--- config.mk ---
export PLATFORM = sky130hd
export DESIGN_NAME = rtc_alarm_match
export DESIGN_NICKNAME = d
export VERILOG_FILES = /design/src/rtl/rtc_alarm_pkg.sv /design/src/rtl/alarm_field_cmp.sv /design/src/rtl/alarm_match_all.sv /design/src/rtl/alarm_flag_reg.sv /design/src/rtl/rtc_alarm_match.sv
export SDC_FILE = /design/constraint.sdc
export NUM_CORES = 1
export LEC_CHECK = 0
export BUFFER_PORTS_ARGS = -buffer_cell sky130_fd_sc_hd__buf_2
export CAP_MARGIN = 20
export CORE_AREA = 3 3 40 42
export CTS_BUF_LIST = sky130_fd_sc_hd__clkbuf_4
export CTS_CLUSTER_DIAMETER = 50
export DETAILED_ROUTE_END_ITERATION = 12
export DIE_AREA = 0 0 43 45
export PLACE_DENSITY_LB_ADDON = 0.1
export SETUP_SLACK_MARGIN = 0.2
export SYNTH_ARGS = -nofsm -noshare
export SYNTH_HDL_FRONTEND = slang
export SYNTH_SLANG_ARGS = --single-unit
--- constraint.sdc ---
create_clock -name clk -period 0.8 [get_ports clk]
set_input_delay 0.04 -clock clk [delete_from_list [all_inputs] [get_ports clk]]
set_output_delay 0.04 -clock clk [all_outputs]
set_load 0.1 [all_outputs]
--- src/rtl/rtc_alarm_pkg.sv ---
// Package rtc_alarm_pkg: shared sizes and the wildcard rule for the alarm comparator.
// Assumes byte-wide time fields whose top two bits are unused by any valid time value.
package rtc_alarm_pkg;
    localparam int FIELD_W  = 8;
    localparam int N_FIELDS = 3;
    localparam int WILD_W   = 2;

    // A field is a wildcard when its top WILD_W bits are all set.
    function automatic logic is_wild(input logic [FIELD_W-1:0] b);
        return &b[FIELD_W-1 -: WILD_W];
    endfunction
endpackage

--- src/rtl/alarm_field_cmp.sv ---
// Module alarm_field_cmp: match test for one time field against one alarm byte.
// Assumes both bytes use the same encoding (BCD or binary); no decoding is done.
module alarm_field_cmp
    import rtc_alarm_pkg::*;
(
    input  logic [FIELD_W-1:0] cur_b,
    input  logic [FIELD_W-1:0] alm_b,
    output logic               hit
);
    // Purpose: the field hits on a wildcard or on exact byte equality.
    always_comb begin
        hit = is_wild(alm_b) || (cur_b == alm_b);
    end
endmodule

--- src/rtl/alarm_match_all.sv ---
// Module alarm_match_all: combines the per-field tests into one match signal.
// Assumes the fields come in as packed arrays with N_FIELDS entries.
module alarm_match_all
    import rtc_alarm_pkg::*;
(
    input  logic [N_FIELDS-1:0][FIELD_W-1:0] cur_f,
    input  logic [N_FIELDS-1:0][FIELD_W-1:0] alm_f,
    output logic                             all_hit
);
    logic [N_FIELDS-1:0] hits;

    for (genvar g = 0; g < N_FIELDS; g++) begin : g_field
        alarm_field_cmp u_cmp (
            .cur_b (cur_f[g]),
            .alm_b (alm_f[g]),
            .hit   (hits[g])
        );
    end

    // Purpose: all fields must hit.
    always_comb begin
        all_hit = &hits;
    end
endmodule

--- src/rtl/alarm_flag_reg.sv ---
// Module alarm_flag_reg: sticky flag register; a set wins over a clear.
// Assumes set_req and clr_req are single-cycle qualified requests.
module alarm_flag_reg (
    input  logic clk,
    input  logic rst_n,
    input  logic set_req,
    input  logic clr_req,
    output logic flag_q
);
    // Purpose: hold the flag; a set has priority over a clear.
    always_ff @(posedge clk) begin
        if (!rst_n)       flag_q <= 1'b0;
        else if (set_req) flag_q <= 1'b1;
        else if (clr_req) flag_q <= 1'b0;
    end
endmodule

--- src/rtl/rtc_alarm_match.sv ---
// Module rtc_alarm_match: compares the time with the alarm bytes on each
// second advance and raises a sticky alarm flag.
// Assumes the time bytes already show the new second during the tick cycle.
module rtc_alarm_match
    import rtc_alarm_pkg::*;
(
    input  logic               clk,
    input  logic               rst_n,
    input  logic               second_tick,
    input  logic               hold_set,
    input  logic               flag_clear,
    input  logic [FIELD_W-1:0] time_sec,
    input  logic [FIELD_W-1:0] time_min,
    input  logic [FIELD_W-1:0] time_hr,
    input  logic [FIELD_W-1:0] alarm_sec,
    input  logic [FIELD_W-1:0] alarm_min,
    input  logic [FIELD_W-1:0] alarm_hr,
    output logic               alarm_flag
);
    logic [N_FIELDS-1:0][FIELD_W-1:0] cur_f;
    logic [N_FIELDS-1:0][FIELD_W-1:0] alm_f;
    logic                             match_w;
    logic                             fire_w;

    // Purpose: pack the fields so the comparators can be generated.
    always_comb begin
        cur_f = {time_hr, time_min, time_sec};
        alm_f = {alarm_hr, alarm_min, alarm_sec};
    end

    alarm_match_all u_match (
        .cur_f   (cur_f),
        .alm_f   (alm_f),
        .all_hit (match_w)
    );

    // Purpose: qualify the match with the tick; the hold blocks it.
    always_comb begin
        fire_w = second_tick && !hold_set && match_w;
    end

    alarm_flag_reg u_flag (
        .clk     (clk),
        .rst_n   (rst_n),
        .set_req (fire_w),
        .clr_req (flag_clear),
        .flag_q  (alarm_flag)
    );
endmodule

# Word-level counts from Yosys, hierarchy flattened
# Index checks and enable logic that the tools add are counted.
# totals
regBits	1
in_bits	53
output_inout_bits	1
wordCells	17
# classes
eq_ne	3
n_mux	2
reduce_logical	11
# ops
cell	n
== test 8 bit	3
AND reduction 2 bit	3
logical OR 1 bit	3
AND reduction 3 bit	1
logical AND 1 bit	2
two-way mux 1 bit	2
nonzero test 2 bit	1
zero test 1 bit	1

# Longest topological paths before layout
# Gate-level depths: netlist (run 1).
# depth
ltp_word	5
mapped_depth	5
depth_no_buf	5

# By module
# A second synthesis (run 1) with hierarchy kept.
# unflattened
hier_cells	41
hier_area_um2	330.3
# modules_own_cells
mod	n_inst	cells_per_inst	area_per_inst_um2	seq_area_each_um2
alarm_field_cmp	3	12	91.3	0.0
alarm_flag_reg	1	3	41.3	20.0
rtc_alarm_match	1	1	8.8	0.0
alarm_match_all	1	1	6.3	0.0

# Least setup slack after synthesis (run 1)
# OpenSTA, ideal clock, no wires.
# synth_timing
path_type	reg2reg
from	register, netlist name u_flag.flag_q
to	register u_flag.flag_q
setup_time_ns	0.084
t_arrival_ns	1.175
required_ns	0.716
setup_slack_ns	-0.459
stages_incl_launch_ff	3
path_buffers	0
period_less_slack_ns	1.259
path_cell_list	dfxtp_1 nand3b_1 o31ai_2
# synth_rtl
element	line_no	rtl
end signal: assignment	alarm_flag_reg.sv:12	if (!rst_n) flag_q <= 1'b0;
end signal: assignment	alarm_flag_reg.sv:13	else if (set_req) flag_q <= 1'b1;
end signal: assignment	alarm_flag_reg.sv:14	else if (clr_req) flag_q <= 1'b0;
end: declaration	alarm_flag_reg.sv:8	output logic flag_q

# Worst setup path in the final report (run 1)
# layout_timing
from	input time_hr[4]
to	register u_flag.flag_q
# layout_via
elab_chain_cells	5
word_cells_on_any_way	6
classes_between	1 x eq/ne; 1 x mux; 4 x reduce/logical
# layout_lines
element	line_no	rtl
start: declaration	rtc_alarm_match.sv:14	input logic [FIELD_W-1:0] time_hr,
== test 8 bit (*)	alarm_field_cmp.sv:12	hit = is_wild(alm_b) || (cur_b == alm_b);
logical OR 1 bit (*)	alarm_field_cmp.sv:12	
AND reduction 3 bit (*)	alarm_match_all.sv:22	all_hit = &hits;
logical AND 1 bit (*)	rtc_alarm_match.sv:39	fire_w = second_tick && !hold_set && match_w;
two-way mux 1 bit or nonzero test 2 bit (tied branches)	--	
# Every way passes the cells marked *; elsewhere a longest branch is shown, timed or not.
# A chain may end at the register's enable or synchronous reset.

==> flow_summary.json, run 1 <==
{
  "area_growth_pct": 117,
  "rows": 13,
  "p_per_area_nw_per_um2": 500,
  "crit_start": "time_hr[4]",
  "worst-setup-path-type": "primary input to register",
  "worstHoldStart": "rst_n",
  "clkPwrFrac_pct": 0,
  "slowest_stage": "nor4_2",
  "pin_count": 54,
  "pwr-share-comb_pct": 86.2,
  "final_common_cell": "buf_2",
  "vias_per_cell": 4.27,
  "n_antenna_cell": 0,
  "vdd_drop_max_mv": 0.200,
  "setup_violations": 1,
  "crit_required_ps": 710,
  "crit_chain": "buf_6 > xor2_1 > nor4_2 > a22oi_1 > o31ai_2",
  "max_cap_viol_count": 0,
  "hold_viol_final": 0,
  "dpl.hpwl_um": 930,
  "fin_worst_skew_ps": 0,
  "synth.avg_cell_area_um2": 8.43,
  "antenna_found_initial": 0,
  "synthesis.nets": 91,
  "post-route-period-util_pct": 122,
  "r2r_end": "u_flag.flag_q$_SDFFE_PN0P_",
  "synthCells": 38,
  "regMostFlops": "u_flag.flag_q",
  "grt_max_degree": 3,
  "post-route-min-period_ps": 976,
  "hp-class": "primary input to register",
  "wl_um": 993,
  "ys_ff_latch": 1,
  "final_cell_mix": "51 x buf_2, 16 x xor2_1, 5 x xnor2_1",
  "drcViolationCount": 0,
  "die_y_um": 45,
  "min_to": "u_flag.flag_q$_SDFFE_PN0P_",
  "status": "finished with violations",
  "grt_pass1_vias": 378,
  "initial_core_util_pct": 24.9,
  "synthesis.area_um2": 320,
  "cpPeakStageDelay_ps": 280,
  "total_switching_power_mw": 0.112,
  "wl_per_cell_um": 9.03,
  "hold_path_depth": 3,
  "gp_congestion": 0.649,
  "dr.pass1.iters": 1,
  "p_int_mw": 0.235,
  "largest_reg_flops": 1,
  "finalPower_mw": 0.347,
  "dieArea_um2": 1940,
  "reg2regPathDepth": 2,
  "postCtsHoldBufs": 0,
  "cp-end-kind": "register",
  "critPathArrivalTime_ps": 880,
  "drt_first_iter_violations": 0,
  "final_util_pct": 54.0,
  "grt_pass1_wl_mm": 1.38,
  "coreArea_um2": 1280,
  "cp_max_fo": 1,
  "slew_headroom_pct": 83.0,
  "r2r_setup_slack_ps": 200,
  "p_sw_share_pct": 32.4,
  "die_x_um": 43,
  "ys_seq_area_share_pct": 6.25,
  "clock.fmax_mhz": 1020,
  "grt_use_total_pct": 8.63,
  "clk_latency_ps": 0,
  "grt.overflow.total": 0,
  "ant_nets": 0,
  "r2r_start": "u_flag.flag_q$_SDFFE_PN0P_",
  "path_clk_slew_ps": 0,
  "leakage_nw": 0.360,
  "failed_checks": "setup timing",
  "pwr-share-seq_pct": 13.8,
  "rsz0062_at_grt": "true",
  "via_count": 470,
  "reg_top3": "u_flag.flag_q (1)",
  "setup_slack_ps": -176,
  "worstMarginPinSlew_ps": 252,
  "synth_cell_type_count": 11,
  "cp-start-kind": "primary input",
  "maxSlewViolCount": 0,
  "drive_gt1_share_pct": 67.4,
  "numPortBuffers": 53,
  "synth_warnings": 0,
  "final_nets": 150
}
worst max path at each step:
| stage | endpoint | slack [ps] | cells after the start |
|---|---|---|---|
| final | u_flag.flag_q$_SDFFE_PN0P_ | -180 | 5 |
| after CTS | u_flag.flag_q$_SDFFE_PN0P_ | -210 | 5 |
| after global placement | u_flag.flag_q$_SDFFE_PN0P_ | -200 | 5 |
| after floorplan | u_flag.flag_q$_SDFFE_PN0P_ | -20 | 4 |
| after global routing | u_flag.flag_q$_SDFFE_PN0P_ | -260 | 5 |
| after detailed placement | u_flag.flag_q$_SDFFE_PN0P_ | -240 | 5 |
worst max-delay path, delay by kind of cell:
family,cells,cell delay (ps)
AO/OA/AOI/OAI,2,320
AND/OR/NAND/NOR,1,280
XOR/XNOR,1,150
buffers and inverters,1,90
synthesized netlist by cell type:
| cell type | number | area share, % |
|---|---|---|
| xnor2_1 | 8 | 22 |
| nor4_1 | 4 | 7.8 |
| nand4_1 | 2 | 3.9 |
| nand4b_1 | 1 | 2.7 |
| dfxtp_1 | 1 | 6.3 |
| o21ai_1 | 1 | 1.6 |
| a22oi_1 | 2 | 4.7 |
| nand2_1 | 1 | 1.2 |
| o31ai_2 | 1 | 3.9 |
| xor2_1 | 16 | 44 |
| nand3b_1 | 1 | 2.3 |
final cells by class:
cell class / count / area (um^2)
flip-flops and latches: 1 / 23.8
multi-input cells: 37 / 335
fillers: 131 / 591
repair buffers: 57 / 317
well taps: 15 / 18.8
power groups by stage:
stage	logic (mW)	clock network (mW)	registers (mW)
final	0.299	0	0.0479
after global placement	0.272	0	0.0479
after global routing	0.326	0	0.0479
after detailed placement	0.274	0	0.0479
after floorplan	0.105	0	0.0489
after CTS	0.279	0	0.0479
cells by family (layout without fill, tap and decap cells):
group	after synthesis	in the layout	synth area share (%)
AO/OA/AOI/OAI	4	4	10.2
XOR/XNOR	24	24	65.6
buffers and inverters	0	57	0
flip-flops	1	1	6.25
AND/OR/NAND/NOR	9	9	18.0
per-stage QoR:
step	hold slack [ps]	TNS (ps)	setup WS (ps)	instance area (um^2)	std cells
2_1_floorplan	197	-20.6	-20.6	324	38
3_3_place_gp	320	-197	-197	653	110
3_5_place_dp	318	-238	-238	653	110
4_1_cts	321	-209	-209	659	110
5_1_grt	348	-258	-258	694	110
6_report	316	-176	-176	694	110
layer usage:
metal	track usage, %	part of all wire, %
met5	0	0
met4	0	0
met3	0.797	14
met2	15.6	46
met1	11.9	40
timing repair:
| action | 4_1_cts | 5_1_grt |
|---|---|---|
| pin swaps | 6 | 6 |
| resized for setup | 1 | 5 |
| buffers inserted | 0 | 0 |
| endpoints found under the setup margin | 1 | 1 |
| cloned | 0 | 0 |
Power figures use the tool's default switching activity.
==> inputs of run 2 (changes only) <==
--- a/config.mk
+++ b/config.mk
@@ -5,13 +5,13 @@
 export SDC_FILE = /design/constraint.sdc
 export NUM_CORES = 1
 export LEC_CHECK = 0
-export BUFFER_PORTS_ARGS = -buffer_cell sky130_fd_sc_hd__buf_2
 export CAP_MARGIN = 20
 export CORE_AREA = 3 3 40 42
 export CTS_BUF_LIST = sky130_fd_sc_hd__clkbuf_4
 export CTS_CLUSTER_DIAMETER = 50
 export DETAILED_ROUTE_END_ITERATION = 12
 export DIE_AREA = 0 0 43 45
+export DONT_BUFFER_PORTS = 1
 export PLACE_DENSITY_LB_ADDON = 0.1
 export SETUP_SLACK_MARGIN = 0.2
 export SYNTH_ARGS = -nofsm -noshare
==> run 2 against run 1 <==
Against the previous run:
- the run still ends with setup timing left
- sequential cell count did not move
- final cell count fell by 51%
- hold slack got worse by 110 ps
- die area did not move
- critical endpoint unchanged
- largest cell class unchanged
- largest power group unchanged
==> flow_summary.json, run 2 (synthesized netlist as in run 1, its figures left out) <==
{
  "cp_max_fo": 2,
  "final_common_cell": "xor2_1",
  "numPortBuffers": 0,
  "maxSlewViolCount": 0,
  "finalHoldWorstSlack_ps": 205,
  "slew_headroom_pct": 84.3,
  "wl_um": 801,
  "preCtsSetupSlack_ps": -158,
  "reg2regPathDepth": 2,
  "min_to": "u_flag.flag_q$_SDFFE_PN0P_",
  "r2r_end": "u_flag.flag_q$_SDFFE_PN0P_",
  "via_count": 285,
  "initial_core_util_pct": 24.9,
  "setup_slack_ps": -123,
  "setup_violations": 1,
  "fin_worst_skew_ps": 0,
  "slowest_stage": "o31ai_2",
  "die_y_um": 45,
  "postCtsHoldBufs": 0,
  "place_area_um2": 363,
  "hold_viol_final": 0,
  "pin_count": 54,
  "r2r_start": "u_flag.flag_q$_SDFFE_PN0P_",
  "final_cell_mix": "15 x xor2_1, 6 x xnor2_2, 3 x nor4_1",
  "largest_reg_flops": 1,
  "failed_checks": "setup timing",
  "finalPower_mw": 0.203,
  "worstHoldStart": "rst_n",
  "crit_chain": "xnor2_2 > nand4_1 > o21ai_2 > nand4b_1 > o31ai_2",
  "area_growth_pct": 38.7,
  "status": "finished with violations",
  "antenna_found_initial": 0,
  "dp_cells": 54,
  "final_area_um2": 444,
  "r2r_setup_slack_ps": 200,
  "dieArea_um2": 1940,
  "ant_nets": 0,
  "dpl.hpwl_um": 736,
  "post_cts_buffers": 0,
  "die_x_um": 43,
  "n_fill_cell": 137,
  "grt_use_total_pct": 6.31,
  "n_antenna_cell": 0,
  "cpLargestDelayFamily": "compound AO/OA/AOI/OAI gates",
  "max_cap_viol_count": 0,
  "drt_first_iter_violations": 0,
  "dr.pass1.iters": 1,
  "drcViolationCount": 0,
  "post-route-period-util_pct": 115,
  "leakage_nw": 0.161,
  "hp-class": "primary input to register",
  "drive_gt1_share_pct": 33.3,
  "gp_congestion": 0.665,
  "grt.overflow.total": 0,
  "p_per_area_nw_per_um2": 457,
  "reg_top3": "u_flag.flag_q (1)",
  "path_clk_slew_ps": 0,
  "rows": 13,
  "clock.fmax_mhz": 1080,
  "rsz0062_at_grt": "true",
  "worst-setup-path-type": "primary input to register",
  "setup_tns_ps": -123,
  "critPathArrivalTime_ps": 830,
  "coreArea_um2": 1280,
  "vdd_drop_max_mv": 0.139,
  "grt_max_degree": 3,
  "crit_required_ps": 710,
  "clk_latency_ps": 0,
  "cp-end-kind": "register",
  "worstMarginPinSlew_ps": 234,
  "regMostFlops": "u_flag.flag_q",
  "wl_per_cell_um": 14.8,
  "final_nets": 94,
  "grt_pass1_wl_mm": 1.01,
  "cp-start-kind": "primary input",
  "vias_per_cell": 5.28,
  "critPathBufInv": 0,
  "final_util_pct": 34.6,
  "cpPeakStageDelay_ps": 240,
  "post-route-min-period_ps": 923,
  "grt_pass1_vias": 281,
  "stdcell_count": 54,
  "hold_path_depth": 2
}
## run 2: changes by cell type in the layout (fill, tap and decap cells not counted), sizes merged
cell / delta
buf: -56
## run 2: timing repair
action | 4_1_cts | 5_1_grt
cloned | 0 | 0
gates resized for setup | 1 | 10
setup endpoints to repair | 1 | 1
pin swaps | 6 | 11
## run 2: layer usage
metal / wire length [um] / track usage (%)
met3: 140 / 0.797
met4: 0 / 0
met5: 0 / 0
met2: 465 / 14.1
met1: 195 / 6.44
## run 2: where the power goes
group | leakage [nW] | switching [mW] | internal, mW | total (mW)
sequential | 0.00886 | 0.000142 | 0.0478 | 0.0479
clock | 0 | 0 | 0 | 0
combinational | 0.152 | 0.0482 | 0.107 | 0.155
total | 0.161 | 0.0483 | 0.155 | 0.203
## run 2: worst max path at each step
stage                      start                    endpoint  slack [ps]  cells past startpoint
finish              alarm_min[7]  u_flag.flag_q$_SDFFE_PN0P_        -120                      5
global route         time_min[2]  u_flag.flag_q$_SDFFE_PN0P_        -230                      5
CTS                  alarm_hr[3]  u_flag.flag_q$_SDFFE_PN0P_        -130                      4
detailed placement  alarm_min[3]  u_flag.flag_q$_SDFFE_PN0P_        -160                      5
global placement    alarm_min[2]  u_flag.flag_q$_SDFFE_PN0P_        -120                      5
floorplan           alarm_sec[6]  u_flag.flag_q$_SDFFE_PN0P_         -20                      4
## run 2: area by class of cell
cell class	instances	area [um^2]	area share, %
multi-input combinational	37	382	85.9
sequential	1	23.8	5.35
timing repair buffer	1	20.0	4.51
tap	15	18.8	4.23
## run 2: worst register-to-register path, delay by kind of cell, from the launching register on
kind,cells,cell delay (ps)
flip-flops,1,330
AO/OA/AOI/OAI,1,60
AND/OR/NAND/NOR,1,90
==> inputs of run 3 (changes only) <==
--- a/config.mk
+++ b/config.mk
@@ -6,11 +6,11 @@
 export NUM_CORES = 1
 export LEC_CHECK = 0
 export CAP_MARGIN = 20
-export CORE_AREA = 3 3 40 42
+export CORE_AREA = 2 2 39 41
 export CTS_BUF_LIST = sky130_fd_sc_hd__clkbuf_4
 export CTS_CLUSTER_DIAMETER = 50
 export DETAILED_ROUTE_END_ITERATION = 12
-export DIE_AREA = 0 0 43 45
+export DIE_AREA = 0 0 41 43
 export DONT_BUFFER_PORTS = 1
 export PLACE_DENSITY_LB_ADDON = 0.1
 export SETUP_SLACK_MARGIN = 0.2
==> run 3 against run 2 <==
Against the previous run:
- the flow still finishes with violations (setup timing)
- sequential cell count did not move
- total power fell by 2.1%
- clock skew did not move
- first-iteration DRC count did not move
- die area fell by 8.9%
- maximum frequency rose by 2.2%
- core utilization fell by 2.6 points
- setup slack improved by 20 ps
- sequential power barely moved
- hold slack improved by 1.8 ps
- final area fell by 0.28%
- largest power group unchanged
- highest routed layer unchanged
==> flow_summary.json, run 3 (synthesized netlist as in run 1, its figures left out) <==
{
  "crit_chain": "xor2_1 > nor4_1 > a22oi_1 > o31ai_2",
  "area_growth_pct": 38.3,
  "die_x_um": 41,
  "setup_slack_ps": -103,
  "grt_max_degree": 3,
  "reg_top3": "u_flag.flag_q (1)",
  "drcViolationCount": 0,
  "rows": 14,
  "die_y_um": 43,
  "dr.pass1.iters": 1,
  "clk_latency_ps": 0,
  "p_per_area_nw_per_um2": 448,
  "worst-setup-path-type": "primary input to register",
  "wl_per_cell_um": 13.4,
  "setup_violations": 1,
  "p_sw_share_pct": 26.4,
  "status": "finished with violations",
  "slew_headroom_pct": 84.4,
  "stdcell_count": 55,
  "post-route-period-util_pct": 113,
  "failed_checks": "setup timing",
  "maxSlewViolCount": 0,
  "final_cell_mix": "14 x xor2_1, 5 x xnor2_1, 3 x xnor2_2, 3 x nor4_2",
  "worstHoldStart": "rst_n",
  "n_fill_cell": 150,
  "finalPower_mw": 0.199,
  "antenna_found_initial": 0,
  "drive_gt1_share_pct": 28.2,
  "hp-class": "primary input to register",
  "cpPeakStageDelay_ps": 270,
  "vias_per_cell": 5.33,
  "grt_pass1_wl_um": 979,
  "gp_congestion": 0.531,
  "pin_count": 54,
  "dpl.hpwl_um": 707,
  "hold_viol_final": 0,
  "crit_required_ps": 700,
  "fin_worst_skew_ps": 0,
  "rsz0062_at_grt": "true",
  "reg2regPathDepth": 2,
  "leakage_nw": 0.141,
  "grt_use_total_pct": 7.40,
  "regMostFlops": "u_flag.flag_q",
  "clock.fmax_mhz": 1110,
  "critPathArrivalTime_ps": 810,
  "numPortBuffers": 0,
  "clkPwrFrac_pct": 0,
  "min_to": "u_flag.flag_q$_SDFFE_PN0P_",
  "path_clk_slew_ps": 0,
  "cpLargestDelayFamily": "compound AO/OA/AOI/OAI gates",
  "final_common_cell": "xor2_1",
  "r2r_end": "u_flag.flag_q$_SDFFE_PN0P_",
  "p_int_mw": 0.146,
  "post_cts_buffers": 0,
  "finalHoldWorstSlack_ps": 207,
  "via_count": 293,
  "worstMarginPinSlew_ps": 232,
  "hold_path_depth": 2,
  "n_antenna_cell": 0,
  "cp_max_fo": 2,
  "post-route-min-period_ps": 903,
  "slowest_stage": "nor4_1",
  "initial_core_util_pct": 23.1,
  "max_cap_viol_count": 0,
  "cp-end-kind": "register",
  "grt.overflow.total": 0,
  "wl_um": 738,
  "cp-start-kind": "primary input",
  "dp_cells": 55,
  "grt_pass1_vias": 289,
  "pwr-share-comb_pct": 75.9,
  "r2r_setup_slack_ps": 190,
  "critPathBufInv": 0,
  "r2r_start": "u_flag.flag_q$_SDFFE_PN0P_",
  "final_nets": 94,
  "pwr-share-seq_pct": 24.1,
  "largest_reg_flops": 1,
  "coreArea_um2": 1380,
  "final_util_pct": 32.0,
  "vdd_drop_max_mv": 0.106,
  "drt_first_iter_violations": 0,
  "crit_start": "alarm_sec[7]",
  "ant_nets": 0,
  "total_switching_power_mw": 0.0524,
  "dieArea_um2": 1760,
  "setup_tns_ps": -103
}
-- run 3: worst max-delay path by stage --
stage / to / slack [ps] / cells past startpoint
finish: u_flag.flag_q$_SDFFE_PN0P_ / -100 / 4
global route: u_flag.flag_q$_SDFFE_PN0P_ / -200 / 4
CTS: u_flag.flag_q$_SDFFE_PN0P_ / -130 / 5
detailed placement: u_flag.flag_q$_SDFFE_PN0P_ / -150 / 5
global placement: u_flag.flag_q$_SDFFE_PN0P_ / -80 / 5
floorplan: u_flag.flag_q$_SDFFE_PN0P_ / -20 / 4
-- run 3: per-layer routing --
layer,track usage (%),vias up,wire length (um)
met3,0,0,133
met4,0,0,0
met2,15.6,28,441
li1,-,136,-
met1,7.62,129,163
met5,0,-,0
-- run 3: cell type report --
type | instances | area [um^2] | share of cell area (%)
Timing Repair Buffer | 1 | 20.0 | 4.52
Sequential cell | 1 | 23.8 | 5.37
Multi-Input combinational cell | 37 | 379 | 85.6
Tap cell | 16 | 20.0 | 4.52
-- run 3: power by group through the flow --
stage / sequential (mW) / clock (mW) / combinational [mW]
floorplan: 0.0489 / 0 / 0.105
global placement: 0.0479 / 0 / 0.112
detailed placement: 0.0479 / 0 / 0.118
CTS: 0.0479 / 0 / 0.125
global route: 0.0480 / 0 / 0.171
finish: 0.0479 / 0 / 0.151
-- run 3: what timing repair did --
action / in CTS / in global routing
pin swaps: 1 / 5
hold buffers: 0 / 0
endpoints found under the setup margin: 1 / 1
resized for setup: 2 / 8
-- run 3: per-stage QoR --
stage	area, um^2	setup WS, ps
floorplan	324	-20.6
global placement	364	-83.0
detailed placement	364	-147
CTS	379	-127
global route	443	-202
finish	443	-103
-- run 3: worst reg2reg max path: stages (launching register included) --
cell and delay, ps:
dfxtp_4 330, nand3b_1 90, o31ai_2 60
